--- config.mk ---
export PLATFORM = sky130hd
export DESIGN_NAME = rx_lossless_fc_monitor
export DESIGN_NICKNAME = d
export VERILOG_FILES = /design/src/rtl/rxfc_pkg.sv /design/src/rtl/rxfc_ring_free.sv /design/src/rtl/rxfc_datapath.sv /design/src/rtl/rxfc_control.sv /design/src/rtl/rx_lossless_fc_monitor.sv
export SDC_FILE = /design/constraint.sdc
export NUM_CORES = 1
export LEC_CHECK = 0
export CAP_MARGIN = 20
export CORE_MARGIN = 2
export CORE_UTILIZATION = 30
export CTS_BUF_LIST = sky130_fd_sc_hd__clkbuf_4 sky130_fd_sc_hd__clkbuf_8
export DETAILED_ROUTE_END_ITERATION = 12
export DONT_BUFFER_PORTS = 1
export RECOVER_POWER = 100
export SYNTH_ARGS = -nofsm -noshare
export SYNTH_HDL_FRONTEND = slang
export SYNTH_SLANG_ARGS = --single-unit
--- constraint.sdc ---
create_clock -name clk -period 6.22 [get_ports clk]
set_input_delay 0.622 -clock clk [delete_from_list [all_inputs] [get_ports clk]]
set_output_delay 0.622 -clock clk [all_outputs]
set_load 0.01 [all_outputs]
--- src/rtl/rxfc_pkg.sv ---
package rxfc_pkg;
  // strobes from the control half into the datapath half
  typedef struct packed {
    logic evalEn;    // sample the combined shortage this cycle
    logic clearAll;  // force the registered shortage low
  } fcStrobe_t;
endpackage

--- src/rtl/rxfc_ring_free.sv ---
module rxfc_ring_free #(
  parameter int IDX_W = 6
) (
  input  logic [IDX_W:0]   ringLen,
  input  logic [IDX_W-1:0] prodIdx,
  input  logic [IDX_W-1:0] consIdx,
  input  logic [IDX_W:0]   freeThresh,
  output logic             isShort
);
  localparam int LEN_W = IDX_W + 1;

  logic [LEN_W-1:0] prodExt, consExt, occ, freeCnt;

  always_comb begin
    prodExt = {1'b0, prodIdx};
    consExt = {1'b0, consIdx};
    // distance from consumer to producer, wrapping at the ring length
    if (prodExt >= consExt) occ = prodExt - consExt;
    else                    occ = prodExt + ringLen - consExt;
    freeCnt = ringLen - occ;
    isShort = (freeCnt < freeThresh);
  end
endmodule

--- src/rtl/rxfc_datapath.sv ---
module rxfc_datapath
  import rxfc_pkg::*;
#(
  parameter int NUM_RINGS = 4,
  parameter int IDX_W     = 6
) (
  input  logic                             clk,
  input  logic                             rst_n,
  input  fcStrobe_t                        strobe,
  input  logic [NUM_RINGS-1:0]             ringActive,
  input  logic [NUM_RINGS-1:0][IDX_W:0]    ringLen,
  input  logic [NUM_RINGS-1:0][IDX_W-1:0]  prodIdx,
  input  logic [NUM_RINGS-1:0][IDX_W-1:0]  consIdx,
  input  logic [NUM_RINGS-1:0][IDX_W:0]    freeThresh,
  output logic                             anyShort
);
  logic [NUM_RINGS-1:0] ringShort;
  logic [NUM_RINGS-1:0] activeShort;

  for (genvar g = 0; g < NUM_RINGS; g++) begin : g_ring
    rxfc_ring_free #(.IDX_W(IDX_W)) u_free (
      .ringLen   (ringLen[g]),
      .prodIdx   (prodIdx[g]),
      .consIdx   (consIdx[g]),
      .freeThresh(freeThresh[g]),
      .isShort   (ringShort[g])
    );
    assign activeShort[g] = ringShort[g] & ringActive[g];
  end

  always_ff @(posedge clk) begin
    if (!rst_n)               anyShort <= 1'b0;
    else if (strobe.clearAll) anyShort <= 1'b0;
    else if (strobe.evalEn)   anyShort <= |activeShort;
  end
endmodule

--- src/rtl/rxfc_control.sv ---
module rxfc_control
  import rxfc_pkg::*;
(
  input  logic      clk,
  input  logic      rst_n,
  input  logic      fcEnable,
  input  logic      fifoMode,
  input  logic      anyShort,
  output fcStrobe_t strobe,
  output logic      pauseReq,
  output logic      rxFlowCtl
);
  logic prevShort;

  always_comb begin
    strobe.evalEn   = fcEnable;
    strobe.clearAll = !fcEnable;
  end

  always_ff @(posedge clk) begin
    if (!rst_n) begin
      prevShort <= 1'b0;
      pauseReq  <= 1'b0;
      rxFlowCtl <= 1'b0;
    end else begin
      prevShort <= anyShort;
      pauseReq  <= fcEnable && !fifoMode && anyShort && !prevShort;
      rxFlowCtl <= fcEnable && fifoMode && anyShort;
    end
  end
endmodule

--- src/rtl/rx_lossless_fc_monitor.sv ---
module rx_lossless_fc_monitor
  import rxfc_pkg::*;
#(
  parameter int NUM_RINGS = 4,
  parameter int IDX_W     = 6
) (
  input  logic                             clk,
  input  logic                             rst_n,
  input  logic                             fcEnable,
  input  logic                             fifoMode,
  input  logic [NUM_RINGS-1:0]             ringActive,
  input  logic [NUM_RINGS-1:0][IDX_W:0]    ringLen,
  input  logic [NUM_RINGS-1:0][IDX_W-1:0]  prodIdx,
  input  logic [NUM_RINGS-1:0][IDX_W-1:0]  consIdx,
  input  logic [NUM_RINGS-1:0][IDX_W:0]    freeThresh,
  output logic                             pauseReq,
  output logic                             rxFlowCtl
);
  fcStrobe_t strobe;
  logic      anyShort;

  rxfc_datapath #(.NUM_RINGS(NUM_RINGS), .IDX_W(IDX_W)) u_dp (
    .clk       (clk),
    .rst_n     (rst_n),
    .strobe    (strobe),
    .ringActive(ringActive),
    .ringLen   (ringLen),
    .prodIdx   (prodIdx),
    .consIdx   (consIdx),
    .freeThresh(freeThresh),
    .anyShort  (anyShort)
  );

  rxfc_control u_ctl (
    .clk      (clk),
    .rst_n    (rst_n),
    .fcEnable (fcEnable),
    .fifoMode (fifoMode),
    .anyShort (anyShort),
    .strobe   (strobe),
    .pauseReq (pauseReq),
    .rxFlowCtl(rxFlowCtl)
  );
endmodule

After elaboration in Yosys (flattened, before gate mapping)

Cells that the tools add are included.

Word-level logic and storage cells: 45
Input bits: 112
Output and inout port bits: 2
Bits in latches: 0
Memories: 0
Bits in writable memories: 0
ROM bits: 0
Register bits after elaboration: 4

Multipliers: 0
Mux-type cells: 4
Div/mod/pow operators: 0
Reductions and logical operators: 9
Shifts and indexed selects: 0
Add/sub/neg operators: 16
Equal/unequal tests: 0
Magnitude comparators: 8
Bitwise gates (word level): 4

Operators by type and width:

| cell                | number |
|---|---|
| $add A6 B7 Y7       | 4 |
| $lt A7 B7 Y1        | 4 |
| $mux W7             | 4 |
| $sub A6 B6 Y7       | 4 |
| $sub A7 B6 Y7       | 4 |
| $sub A7 B7 Y7       | 4 |
| $ge A6 B6 Y1        | 4 |
| $logic_and A1 B1 Y1 | 5 |
| $and A1 B1 Y1       | 4 |
| $reduce_or A4 Y1    | 1 |
| $logic_not A1 Y1    | 2 |
| $reduce_and A2 Y1   | 1 |

Logic depth before layout (Yosys ltp)

Depth in word-level cells: 7
Depth in mapped cells: 21

Modules after synthesis

Synthesis repeated with hierarchy kept, for this count alone.

Cell total of the unflattened synthesis: 645
Area, all modules: 4,887.2 um2

By module, submodules not included:

| module                                  | area an instance (um2) | cells an instance | times used | sequential area each (um2) |
|---|---|---|---|---|
| rxfc_ring_free at u_dp.g_ring[3].u_free | 1,208.7                | 163               | 1          | 0.0 |
| rxfc_ring_free at u_dp.g_ring[2].u_free | 1,194.9                | 163               | 1          | 0.0 |
| rxfc_ring_free at u_dp.g_ring[0].u_free | 1,161.1                | 156               | 1          | 0.0 |
| rxfc_ring_free at u_dp.g_ring[1].u_free | 1,149.9                | 149               | 1          | 0.0 |
| rxfc_control                            | 111.4                  | 8                 | 1          | 60.1 |
| rxfc_datapath                           | 61.3                   | 6                 | 1          | 20.0 |

Least setup slack after synthesis

Ideal clock, no wire load.

Path kind: input port to flip-flop
Start point: in consIdx[19] in the netlist's numbering
End point: reg u_dp.anyShort
Stages: 19
Setup slack: 1.638 ns
Data arrival time: 4.457 ns
Setup time: 0.125 ns
Cells stage by stage: inv_1 > ha_1 > nor2b_4 > o31a_1 > or3_4 > a21oi_4 > mux2_2 > ha_1 > fa_1 > nor2b_1 > o21a_1 > o21ai_0 > o311ai_0 > xor2_1 > ha_1 > nand2_1 > nand3b_1 > a31oi_1 > o41a_1

Longest elaborated chain between the ends: 6

Ends and longest elaborated chain:

| item                                  | RTL line                     | RTL |
|---|---|---|
| start, declared                       | rx_lossless_fc_monitor.sv:14 | `input logic [NUM_RINGS-1:0][IDX_W-1:0] consIdx,` |
| $sub A7 B6 Y7 (tied with other cells) | rxfc_ring_free.sv:19         | `else occ = prodExt + ringLen - consExt;` |
| $mux W7 (*)                           | rxfc_ring_free.sv:18         | `if (prodExt >= consExt) occ = prodExt - consExt;` |
| $sub A7 B7 Y7 (*)                     | rxfc_ring_free.sv:20         | `freeCnt = ringLen - occ;` |
| $lt A7 B7 Y1 (*)                      | rxfc_ring_free.sv:21         | `isShort = (freeCnt < freeThresh);` |
| $and A1 B1 Y1 (*)                     | rxfc_datapath.sv:28          | `assign activeShort[g] = ringShort[g] & ringActive[g];` |
| $reduce_or A4 Y1 (*)                  | rxfc_datapath.sv:34          | `else if (strobe.evalEn) anyShort <= \|activeShort;` |
| end signal, assigned                  | rxfc_datapath.sv:34          |  |
| end, declared                         | rxfc_datapath.sv:15          | `output logic anyShort` |

Mark *: on every way between the ends. The rest lies on a longest branch, timed or not.
A chain may end at the register's enable or synchronous reset.

Final worst setup path

Ends and elaborated chain as after synthesis.

==> impl_metrics.json <==
{
  "outcome": "complete, no violations",
  "synth_cell_type_count": 42,
  "timing.hold.ws_ns": 0.384,
  "postRouteAntennaNets": 0,
  "via_per_inst": 4.75,
  "ctsResizeCount": 0,
  "synth-xor-area-share_pct": 9.65,
  "n_fill_cell": 1584,
  "syn_avg_cell_area_sq_um": 7.64,
  "rsz0062_at_grt": "false",
  "period_share_pct": 79.8,
  "fin_nets": 839,
  "drt_pass1_iterations": 4,
  "clk_pin_slew_ns": 0.03,
  "die_h_um": 127,
  "synth_nets": 834,
  "power.internal_w": 0.000506,
  "clk_latency_ns": 0.22,
  "synth_edf_count": 0,
  "crit_path_start_kind": "primary input",
  "gp_congestion": 0.776,
  "syn_inst": 594,
  "worst_pin_slew_ns": 0.712,
  "synth_area_sq_mm": 0.00454,
  "powerDensity_mw_per_mm2": 206,
  "synth_area_leaders": "ha_1 (26%), fa_1 (14%), inv_1 (13%)",
  "ys_warn_count": 0,
  "totalWireLength_mm": 9.96,
  "synth.largest_area_cell": "ha_1",
  "drv_cap": 0,
  "postCtsSetupRepairBufs": 0,
  "portBuffers": 0,
  "post-synth-top-area-fraction_pct": 26.5,
  "maxSlewViolCount": 0,
  "grt_use_total_pct": 12.5,
  "grt_pass1_vias": 3750,
  "diodes": 0,
  "area_growth_pct": 5.73,
  "ys_seq_area_share_pct": 1.76,
  "sequentialPowerShare_pct": 3.1,
  "clock.fmax_mhz": 201,
  "fin_skew_ns": 0.00273,
  "grt_pass1_wl_mm": 16.9,
  "remaining_drc_errors": 0,
  "grt.overflow.total": 0,
  "p_sw_w": 0.000483,
  "endpoint_kind": "flip-flop",
  "crit_arrival_ns": 5.06,
  "hp-class": "reg -> reg",
  "setup_violations": 0,
  "htreeDepth": 1,
  "combinationalPowerShare_pct": 91.4,
  "ys.flop_type": "dfxtp_1",
  "synth-seq-cells": 4,
  "tns_ns": 0,
  "drtIter0Drc": 124,
  "irDropWorstVdd_v": 0.000114,
  "tritoncts": "yes",
  "switching_share_pct": 48.8,
  "vias": 3707,
  "place_ws_ns": 1.39,
  "rows": 44,
  "period_needed_ns": 4.96,
  "pin_count": 114,
  "grt_max_degree": 11,
  "static-leakage-power_nw": 2.62,
  "relSlewSlack_pct": 52.5,
  "synth_compound_area_share_pct": 22.8,
  "synthMuxAreaShare_pct": 2.67,
  "p_clk_share_pct": 5.5,
  "async_reset_ff_share_pct": 0,
  "drive_gt1_share_pct": 2.18,
  "hpwl_mm": 9.22,
  "synthSimpleGateAreaFrac_pct": 9.87,
  "root_buffer": "clkbuf_8",
  "fin_ws_ns": 1.26,
  "core-area_sq_mm": 0.0146,
  "post_drt_wl_per_cell_um": 12.8,
  "die-area_sq_mm": 0.0161,
  "worstPathRequired_ns": 6.31,
  "cts_buffers": 3,
  "synth_top_family_by_area": "adder cells",
  "clockBufferDepth": 2,
  "die_width_um": 127,
  "critPathMaxFanout": 9,
  "path_class": "in -> reg",
  "hold_viol_final": 0,
  "synthAdderAreaFrac_pct": 40.6,
  "hold_buffers": 0,
  "clock_sinks": 4,
  "antenna_found_initial": 0,
  "start_util_pct": 31.0
}
[layer usage]
layer  global-route usage, %  share of wire (%)  up-vias
li1                        -                  -     1977
met1                    16.7                 49     1645
met2                    21.4                 44       81
met3                    3.22                7.0        4
met4                   0.970               0.29        0
met5                       0                  0        -
[path summary, 6_finish.rpt]
check | endpoint | startpoint | slack [ns] | cells after the start
max | u_dp.anyShort | consIdx[19] | 1.26 | 19
min | u_ctl.pauseReq | u_ctl.prevShort | 0.38 | 1
max reg2reg | u_ctl.pauseReq | u_dp.anyShort | 5.64 | 2
min reg2reg | u_ctl.pauseReq | u_ctl.prevShort | 0.38 | 1
[registers in the layout, summed over array words and instances (netlist names)]
register / count
u_ctl.rxFlowCtl: 1
u_ctl.pauseReq: 1
u_ctl.prevShort: 1
u_dp.anyShort: 1
[kinds of logic (layout without fill, tap and decap cells)]
logic type | Yosys count | count (layout)
xor gates and xnor gates | 50 | 50
muxes | 11 | 11
DFF | 4 | 4
buffers and inverters | 153 | 156
and+or+nand+nor | 84 | 84
AOI/OAI and AO/OA | 164 | 164
adders and majority gates | 128 | 128
[metrics by stage]
step	std cells	cell area [sq um]	power, W	util, %
global placement	778	4770	0.000933	32.6
detailed placement	778	4770	0.000939	32.6
global route	781	4800	0.00115	32.8
CTS	781	4810	0.00100	32.8
finish	781	4800	0.000989	32.8
floorplan	594	4540	0.000783	-
[cell usage after synthesis, types with 2 or more instances]
| cell | instances |
|---|---|
| o21bai_1 | 12 |
| nor2b_1 | 10 |
| nor3_1 | 7 |
| o21a_1 | 11 |
| fa_1 | 32 |
| nor2_4 | 2 |
| a21oi_1 | 54 |
| o211ai_1 | 2 |
| mux2i_1 | 5 |
| dfxtp_1 | 4 |
| a211oi_1 | 9 |
| xor2_1 | 19 |
| nand3_1 | 2 |
| nor2_1 | 18 |
| nand3b_1 | 4 |
| inv_1 | 153 |
| nand2b_1 | 7 |
| a31oi_1 | 6 |
| ha_1 | 96 |
| a21boi_0 | 2 |
| a21o_1 | 24 |
| nor3b_1 | 2 |
| mux2_2 | 5 |
| o31a_1 | 5 |
| o21ai_0 | 32 |
| and2_1 | 2 |
| nand2_1 | 22 |
| nand4_1 | 3 |
| xnor2_1 | 31 |
[layout by cell type, fill, tap and decap left out, drive strengths merged, types with 3 or more instances in the layout]
cell / synthesis / layout
dfxtp: 4 / 4
a21oi: 55 / 55
mux2: 6 / 6
clkbuf: 0 / 3
nor2b: 11 / 11
ha: 96 / 96
a31oi: 6 / 6
a211oi: 9 / 9
mux2i: 5 / 5
nand2: 22 / 22
xor2: 19 / 19
o31a: 5 / 5
xnor2: 31 / 31
nand4: 3 / 3
fa: 32 / 32
nand3b: 4 / 4
o21a: 11 / 11
a21o: 24 / 24
nand2b: 7 / 7
inv: 153 / 153
nor2: 20 / 20
o21ai: 32 / 32
nor3: 7 / 7
o21bai: 12 / 12
[area by class of cell]
| type | instances | area [sq um] | area share, % |
|---|---|---|---|
| inverters | 153 | 574 | 12.0 |
| clock buffers | 3 | 41.3 | 0.860 |
| multi-input cells | 437 | 3870 | 80.7 |
| well taps | 184 | 230 | 4.80 |
| flip-flops and latches | 4 | 80.1 | 1.67 |
[power by group through the flow]
stage,clock network (W),logic [W],registers [W]
after floorplan,0,0.000753,0.0000305
final,0.0000547,0.000904,0.0000307
after global routing,0.0000587,0.00106,0.0000313
after detailed placement,0,0.000908,0.0000311
after CTS,0.0000561,0.000917,0.0000308
after global placement,0,0.000902,0.0000313
[critical path, stage by stage]
cell and delay, ns:
inv_1 0.05, ha_1 0.29, nor2b_4 0.13, o31a_1 0.26, or3_4 0.34, a21oi_1 0.57
mux2_2 0.41, ha_1 0.20, fa_1 0.40, nor2b_1 0.13, o21a_1 0.13, o21ai_0 0.09
o311ai_0 0.38, xor2_1 0.12, ha_1 0.31, nand2_1 0.06, nand3b_1 0.08, a31oi_1 0.07
o41a_1 0.41
(Power assumes the default switching activity.)
